--- src/rtl/ost_pkg.sv ---
package ost_pkg;
    // Register word addresses
    localparam logic [1:0] ADDR_STAMP  = 2'd0;
    localparam logic [1:0] ADDR_RELOAD = 2'd1;
    localparam logic [1:0] ADDR_STATUS = 2'd2;

    // Control flags in the low bits of the reload word
    localparam int unsigned CTL_W       = 2;
    localparam int unsigned EN_BIT      = 0;
    localparam int unsigned ONESHOT_BIT = 1;

    // Status word
    localparam int unsigned PEND_BIT = 0;
endpackage

--- src/rtl/ost_stamp.sv ---
module ost_stamp #(
    parameter int unsigned DW = 32
) (
    input  logic          clk,
    input  logic          rst_n,
    input  logic          tick_en,
    input  logic          clr,
    output logic [DW-1:0] stamp_o
);
    typedef struct packed {
        logic [DW-1:0] val;
    } stamp_st_t;

    stamp_st_t st_d, st_q;

    always_comb begin
        st_d = st_q;
        if (clr) begin
            st_d.val = '0;
        end else if (tick_en) begin
            st_d.val = st_q.val + DW'(1);
        end
    end

    always_ff @(posedge clk or negedge rst_n) begin
        if (!rst_n) st_q <= '0;
        else        st_q <= st_d;
    end

    assign stamp_o = st_q.val;

    assert_stamp_inc_R2: assert property (@(posedge clk) disable iff (!rst_n)
        (tick_en && !clr) |=> (stamp_o == $past(stamp_o) + DW'(1)));

    assert_stamp_hold_R2: assert property (@(posedge clk) disable iff (!rst_n)
        (!tick_en && !clr) |=> $stable(stamp_o));

    assert_stamp_clear_R3: assert property (@(posedge clk) disable iff (!rst_n)
        clr |=> (stamp_o == '0));
endmodule

--- src/rtl/ost_tick.sv ---
module ost_tick
    import ost_pkg::*;
#(
    parameter int unsigned DW = 32
) (
    input  logic          clk,
    input  logic          rst_n,
    input  logic          tick_en,
    input  logic          reload_we,
    input  logic [DW-1:0] wr_data,
    input  logic          status_clr,
    output logic [DW-1:0] reload_o,
    output logic          pend_o
);
    typedef struct packed {
        logic [DW-1:0] reload;
        logic [DW-1:0] count;
        logic          armed;
        logic          pend;
    } tick_st_t;

    tick_st_t      st_d, st_q;
    logic [DW-1:0] timeout;
    logic          expire;

    // Timeout with the flag bits forced to zero
    assign timeout = {st_q.reload[DW-1:CTL_W], {CTL_W{1'b0}}};

    always_comb begin
        st_d   = st_q;
        expire = 1'b0;
        if (reload_we) begin
            st_d.reload = wr_data;
            st_d.armed  = wr_data[EN_BIT];
            if (!wr_data[EN_BIT]) st_d.count = '0;
        end else if (tick_en && st_q.reload[EN_BIT]) begin
            if (st_q.armed) begin
                st_d.count = timeout;
                st_d.armed = 1'b0;
            end else if (st_q.count <= DW'(1)) begin
                expire = 1'b1;
                if (st_q.reload[ONESHOT_BIT]) begin
                    st_d.reload[EN_BIT] = 1'b0;
                    st_d.count          = '0;
                end else begin
                    st_d.count = timeout;
                end
            end else begin
                st_d.count = st_q.count - DW'(1);
            end
        end
        if (status_clr) st_d.pend = 1'b0;
        if (expire)     st_d.pend = 1'b1;
    end

    always_ff @(posedge clk or negedge rst_n) begin
        if (!rst_n) st_q <= '0;
        else        st_q <= st_d;
    end

    assign reload_o = st_q.reload;
    assign pend_o   = st_q.pend;

    assert_reload_hold_R4: assert property (@(posedge clk) disable iff (!rst_n)
        (!reload_we && !tick_en) |=> $stable(reload_o));

    assert_oneshot_stop_R7: assert property (@(posedge clk) disable iff (!rst_n)
        ($rose(pend_o) && $past(reload_o[ONESHOT_BIT]) && !$past(reload_we))
        |-> !reload_o[EN_BIT]);

    assert_zero_write_R8: assert property (@(posedge clk) disable iff (!rst_n)
        (reload_we && wr_data == '0) |=> (reload_o == '0));

    assert_pend_sticky_R10: assert property (@(posedge clk) disable iff (!rst_n)
        (pend_o && !status_clr) |=> pend_o);

    assert_pend_clear_R10: assert property (@(posedge clk) disable iff (!rst_n)
        (status_clr && !tick_en) |=> !pend_o);

    assert_idle_quiet_R12: assert property (@(posedge clk) disable iff (!rst_n)
        (!tick_en && !pend_o) |=> !pend_o);
endmodule

--- src/rtl/ost_decode.sv ---
module ost_decode
    import ost_pkg::*;
#(
    parameter int unsigned DW     = 32,
    parameter int unsigned ADDR_W = 2
) (
    input  logic              wr_en,
    input  logic [ADDR_W-1:0] wr_addr,
    input  logic              wr_lsb,
    input  logic [ADDR_W-1:0] rd_addr,
    input  logic [DW-1:0]     stamp,
    input  logic [DW-1:0]     reload,
    input  logic              pend,
    output logic              stamp_clr,
    output logic              reload_we,
    output logic              status_clr,
    output logic [DW-1:0]     rd_data
);
    localparam logic [ADDR_W-1:0] A_STAMP  = ADDR_W'(ADDR_STAMP);
    localparam logic [ADDR_W-1:0] A_RELOAD = ADDR_W'(ADDR_RELOAD);
    localparam logic [ADDR_W-1:0] A_STATUS = ADDR_W'(ADDR_STATUS);

    always_comb begin
        stamp_clr  = wr_en && (wr_addr == A_STAMP);
        reload_we  = wr_en && (wr_addr == A_RELOAD);
        status_clr = wr_en && (wr_addr == A_STATUS) && wr_lsb;
    end

    always_comb begin
        rd_data = '0;
        unique case (rd_addr)
            A_STAMP:  rd_data = stamp;
            A_RELOAD: rd_data = reload;
            A_STATUS: rd_data[PEND_BIT] = pend;
            default:  rd_data = '0;
        endcase
    end

    always_comb begin
        assert_one_strobe_R4: assert (!(reload_we && (stamp_clr || status_clr)));
    end
endmodule

--- src/rtl/ostimer_top.sv ---
module ostimer_top #(
    parameter int unsigned DATA_W = 32,
    parameter int unsigned ADDR_W = 2
) (
    input  logic              clk,
    input  logic              rst_n,
    input  logic              tick_en,
    input  logic              wr_en,
    input  logic [ADDR_W-1:0] wr_addr,
    input  logic [DATA_W-1:0] wr_data,
    input  logic [ADDR_W-1:0] rd_addr,
    output logic [DATA_W-1:0] rd_data,
    output logic              irq_o
);
    logic              stamp_clr, reload_we, status_clr, pend;
    logic [DATA_W-1:0] stamp, reload;

    ost_decode #(.DW(DATA_W), .ADDR_W(ADDR_W)) u_decode (
        .wr_en      (wr_en),
        .wr_addr    (wr_addr),
        .wr_lsb     (wr_data[0]),
        .rd_addr    (rd_addr),
        .stamp      (stamp),
        .reload     (reload),
        .pend       (pend),
        .stamp_clr  (stamp_clr),
        .reload_we  (reload_we),
        .status_clr (status_clr),
        .rd_data    (rd_data)
    );

    ost_stamp #(.DW(DATA_W)) u_stamp (
        .clk     (clk),
        .rst_n   (rst_n),
        .tick_en (tick_en),
        .clr     (stamp_clr),
        .stamp_o (stamp)
    );

    ost_tick #(.DW(DATA_W)) u_tick (
        .clk        (clk),
        .rst_n      (rst_n),
        .tick_en    (tick_en),
        .reload_we  (reload_we),
        .wr_data    (wr_data),
        .status_clr (status_clr),
        .reload_o   (reload),
        .pend_o     (pend)
    );

    assign irq_o = pend;

    assert_irq_needs_tick_R11: assert property (@(posedge clk) disable iff (!rst_n)
        $rose(irq_o) |-> $past(tick_en));
endmodule

--- config.mk ---
export PLATFORM = sky130hd
export DESIGN_NAME = ostimer_top
export DESIGN_NICKNAME = d
export VERILOG_FILES = /design/src/rtl/ost_pkg.sv /design/src/rtl/ost_stamp.sv /design/src/rtl/ost_tick.sv /design/src/rtl/ost_decode.sv /design/src/rtl/ostimer_top.sv
export SDC_FILE = /design/constraint.sdc
export NUM_CORES = 1
export LEC_CHECK = 0
export BUFFER_PORTS_ARGS = -buffer_cell sky130_fd_sc_hd__buf_2
export CAP_MARGIN = 20
export CORE_ASPECT_RATIO = 1.75
export CORE_MARGIN = 2
export CORE_UTILIZATION = 45
export CTS_CLUSTER_DIAMETER = 60
export DETAILED_ROUTE_END_ITERATION = 10
export HOLD_SLACK_MARGIN = 0.15
export PLACE_DENSITY = 0.65
export SLEW_MARGIN = 20
export SYNTH_ARGS = -nofsm -noshare
export SYNTH_HDL_FRONTEND = slang
export SYNTH_SLANG_ARGS = --single-unit
--- constraint.sdc ---
create_clock -name clk -period 3.6 [get_ports clk]
set_input_delay 0.72 -clock clk [delete_from_list [all_inputs] [get_ports clk]]
set_output_delay 0.72 -clock clk [all_outputs]
set_load 0.02 [all_outputs]
==> results.json <==
{
  "worst_ep_arrival_time_ns": 3.17,
  "grt_pass1_vias": 4952,
  "busiest_layer": "met2",
  "p_sw_share_pct": 38.1,
  "max_freq_ghz": 0.341,
  "fin_skew_ns": 0.00737,
  "cp-end-kind": "flop",
  "crit_type": "flop to flop",
  "drt_iter0_drc": 260,
  "switchingPower_mw": 1.53,
  "yosys.area.top_type": "dfrtp_1",
  "avgSynthCellArea_sq_um": 8.79,
  "dpl.hpwl_microns": 11700,
  "cts_hold_buf": 0,
  "required_ns": 3.83,
  "vdd_drop_max_mv": 0.341,
  "syn_area_sq_um": 5420,
  "drive_above_1_share_pct": 16.1,
  "power.density_nw_per_um2": 640,
  "yosys.area.top_type_share_pct": 45.3,
  "path_clk_slew_ns": 0.07,
  "clk_latency_ns": 0.35,
  "tightest_slew_ns": 0.970,
  "post-place-ws_ns": 0.717,
  "dieWidth_microns": 86.9,
  "status": "finished, final reports clean",
  "dpl_cell_area_sq_um": 5940,
  "pwr-share-comb_pct": 34.5,
  "cts_sinks": 98,
  "synth.distinct_cells": 52,
  "start_util_pct": 45.6,
  "grtUsageMet3_pct": 3.87,
  "fin_worst_hold_slack_ns": 0.430,
  "p_leak_nw": 3.05,
  "yosys-top-cells-count": "123 x nand2_1, 98 x dfrtp_1, 87 x nor2_1, 34 x mux2i_1, 28 x o21ai_0",
  "slew_viol_final": 0,
  "setup_tns_ns": 0,
  "cts_tree": "yes",
  "io_buffers": 72,
  "antenna_left": 0,
  "power_frac_seq_pct": 40.2,
  "rsz0062_at_grt": "no",
  "use_met2_pct": 42.2,
  "diodes": 0,
  "yosysSeqAreaShare_pct": 45.3,
  "clockBufferDepth": 2,
  "synth.area.top_cells": "dfrtp_1 45%, nand2_1 8.5%, mux2i_1 6.3%",
  "p_int_mw": 2.48,
  "met1_usage_pct": 29.3,
  "die_y_microns": 149,
  "post_cts_buffers": 0,
  "ys.warnings.count": 0,
  "syn_to_final_growth_pct": 15.5,
  "cts_root_buf": "clkbuf_16",
  "p_clk_share_pct": 25.3,
  "numCtsBuffers": 9,
  "synth_most_common_cell": "nand2_1",
  "die_area_sq_um": 13000,
  "globalRoute.totalOverflow": 0,
  "finalSetupViolations": 0,
  "io_pins": 73,
  "final_cell_area_sq_um": 6250,
  "finalPower_mw": 4.00,
  "cp_max_fo": 23,
  "worstSetupStartpointType": "flop",
  "min_path_type": "primary input to async pin",
  "cts_repair_resize_count": 0,
  "synthFlopType": "dfrtp_1",
  "n_fill_cell": 1101,
  "wl_microns": 15500,
  "synth_nets": 659,
  "maxSlewHeadroom_pct": 35.2,
  "netlist_instances": 616,
  "coreArea_sq_um": 11900,
  "num_rows": 53,
  "maxCapViolCount": 0,
  "final_cells": 825,
  "fin_crit_sh_pct": 81.5,
  "gr-usage-all-layers_pct": 24.8,
  "hold_violations": 0,
  "antenna_found_initial": 0,
  "nNetsFinal": 726,
  "grt_pass1_wl_microns": 25000,
  "ctsHtreeMaxLevel": 3,
  "vias": 4932,
  "routedWlPerCell_microns": 18.8,
  "route.detailed.drc": 0,
  "grt_start_max_net_pins": 57,
  "place_congestion": 0.911,
  "synth-async-reset-ratio_pct": 100,
  "setup_ws_ns": 0.666,
  "placed_cells": 809,
  "routed_via_density": 5.98,
  "fin_util_pct": 52.7,
  "dr.pass1.iters": 5,
  "synth-seq-cells": 98,
  "synth_edf_count": 0,
  "fin_crit_ns": 2.93
}
==> layer usage <==
metal	vias to the layer above	routed length [microns]	part of all wire, %
met5	-	0	0
met4	0	750	4.8
met3	52	614	4.0
met2	149	8170	53
met1	2411	5990	39
li1	2320	-	-
==> logic make-up (layout without fill, tap and decap cells) <==
family | after synthesis | after routing | synth area share [%]
buf+inv | 40 | 112 | 3.12
simple gates | 321 | 321 | 28.0
mux | 34 | 34 | 6.28
fa+ha+maj | 3 | 3 | 0.693
compound gates | 86 | 86 | 11.1
flops | 98 | 98 | 45.3
xor+xnor | 34 | 34 | 5.50
==> registers in the layout, indices dropped and copies added (netlist names) <==
name,flops
u_stamp.stamp_o,32
u_tick.st_q,33
u_tick.pend_o,1
u_tick.reload_o,32
==> final timing paths <==
kind                                                 start                               to  slack [ns]  cells past startpoint
setup / recovery                u_tick.st_q[5]$_DFFE_PN0P_      u_tick.st_q[29]$_DFFE_PN0P_        0.67                      6
hold / removal                                       rst_n      u_tick.st_q[21]$_DFFE_PN0P_        0.43                      1
setup reg to reg                u_tick.st_q[5]$_DFFE_PN0P_      u_tick.st_q[29]$_DFFE_PN0P_        0.67                      6
hold reg to reg            u_tick.reload_o[21]$_DFFE_PN0P_  u_tick.reload_o[21]$_DFFE_PN0P_        0.52                      2
max in group asynchronous                            rst_n      u_tick.st_q[33]$_DFFE_PN0P_        2.36                      2
min in group clk           u_tick.reload_o[21]$_DFFE_PN0P_  u_tick.reload_o[21]$_DFFE_PN0P_        0.52                      2
==> area by class of cell <==
cell class,count,area [sq um],share of cell area (%)
Inverter,7,26.3,0.420
Clock inverter,3,46.3,0.740
Sequential cell,98,2450,39.2
Timing Repair Buffer,89,490,7.84
Multi-Input combinational cell,478,2800,44.7
Tap cell,137,171,2.74
Clock buffer,13,270,4.32
==> placed cells by master (no fill, tap or decap), types with 2 or more instances in the layout <==
cell type,count
nand2_1,123
dfrtp_1,98
nor2_1,86
buf_2,71
mux2i_1,34
o21ai_0,28
nand3_1,26
xor2_1,18
buf_4,18
xnor2_1,16
nand4_1,14
nor4_1,11
nor3_1,11
a21oi_1,11
or4_1,9
clkbuf_16,9
or3_1,8
a221o_1,8
a32oi_1,7
inv_1,6
o311ai_0,6
a211o_1,6
and4_1,6
nand3b_1,5
and3_1,5
o311a_1,4
ha_1,3
clkbuf_8,3
or2_1,2
nor4b_1,2
and2_1,2
o21a_1,2
a211oi_1,2
o211ai_1,2
o31a_1,2
nand2b_1,2
nor2_2,2
a21boi_0,2
a311oi_1,2
==> critical path, cell delays in order (launching register included) <==
cell and delay, ns:
dfrtp_1 0.45, or3_1 0.43, or4_4 0.55, or4_1 0.60
nand3_4 0.33, o21ai_0 0.14, a221o_1 0.32
==> power by group through the flow <==
stage | registers (mW) | clock network (mW) | logic, mW
after floorplan | 1.52 | 0 | 0.974
after global placement | 1.60 | 0 | 1.35
after detailed placement | 1.61 | 0 | 1.37
after CTS | 1.60 | 1.03 | 1.37
after global routing | 1.64 | 1.08 | 1.52
final | 1.61 | 1.01 | 1.38
No activity file was read; power rests on OpenSTA's default activity.
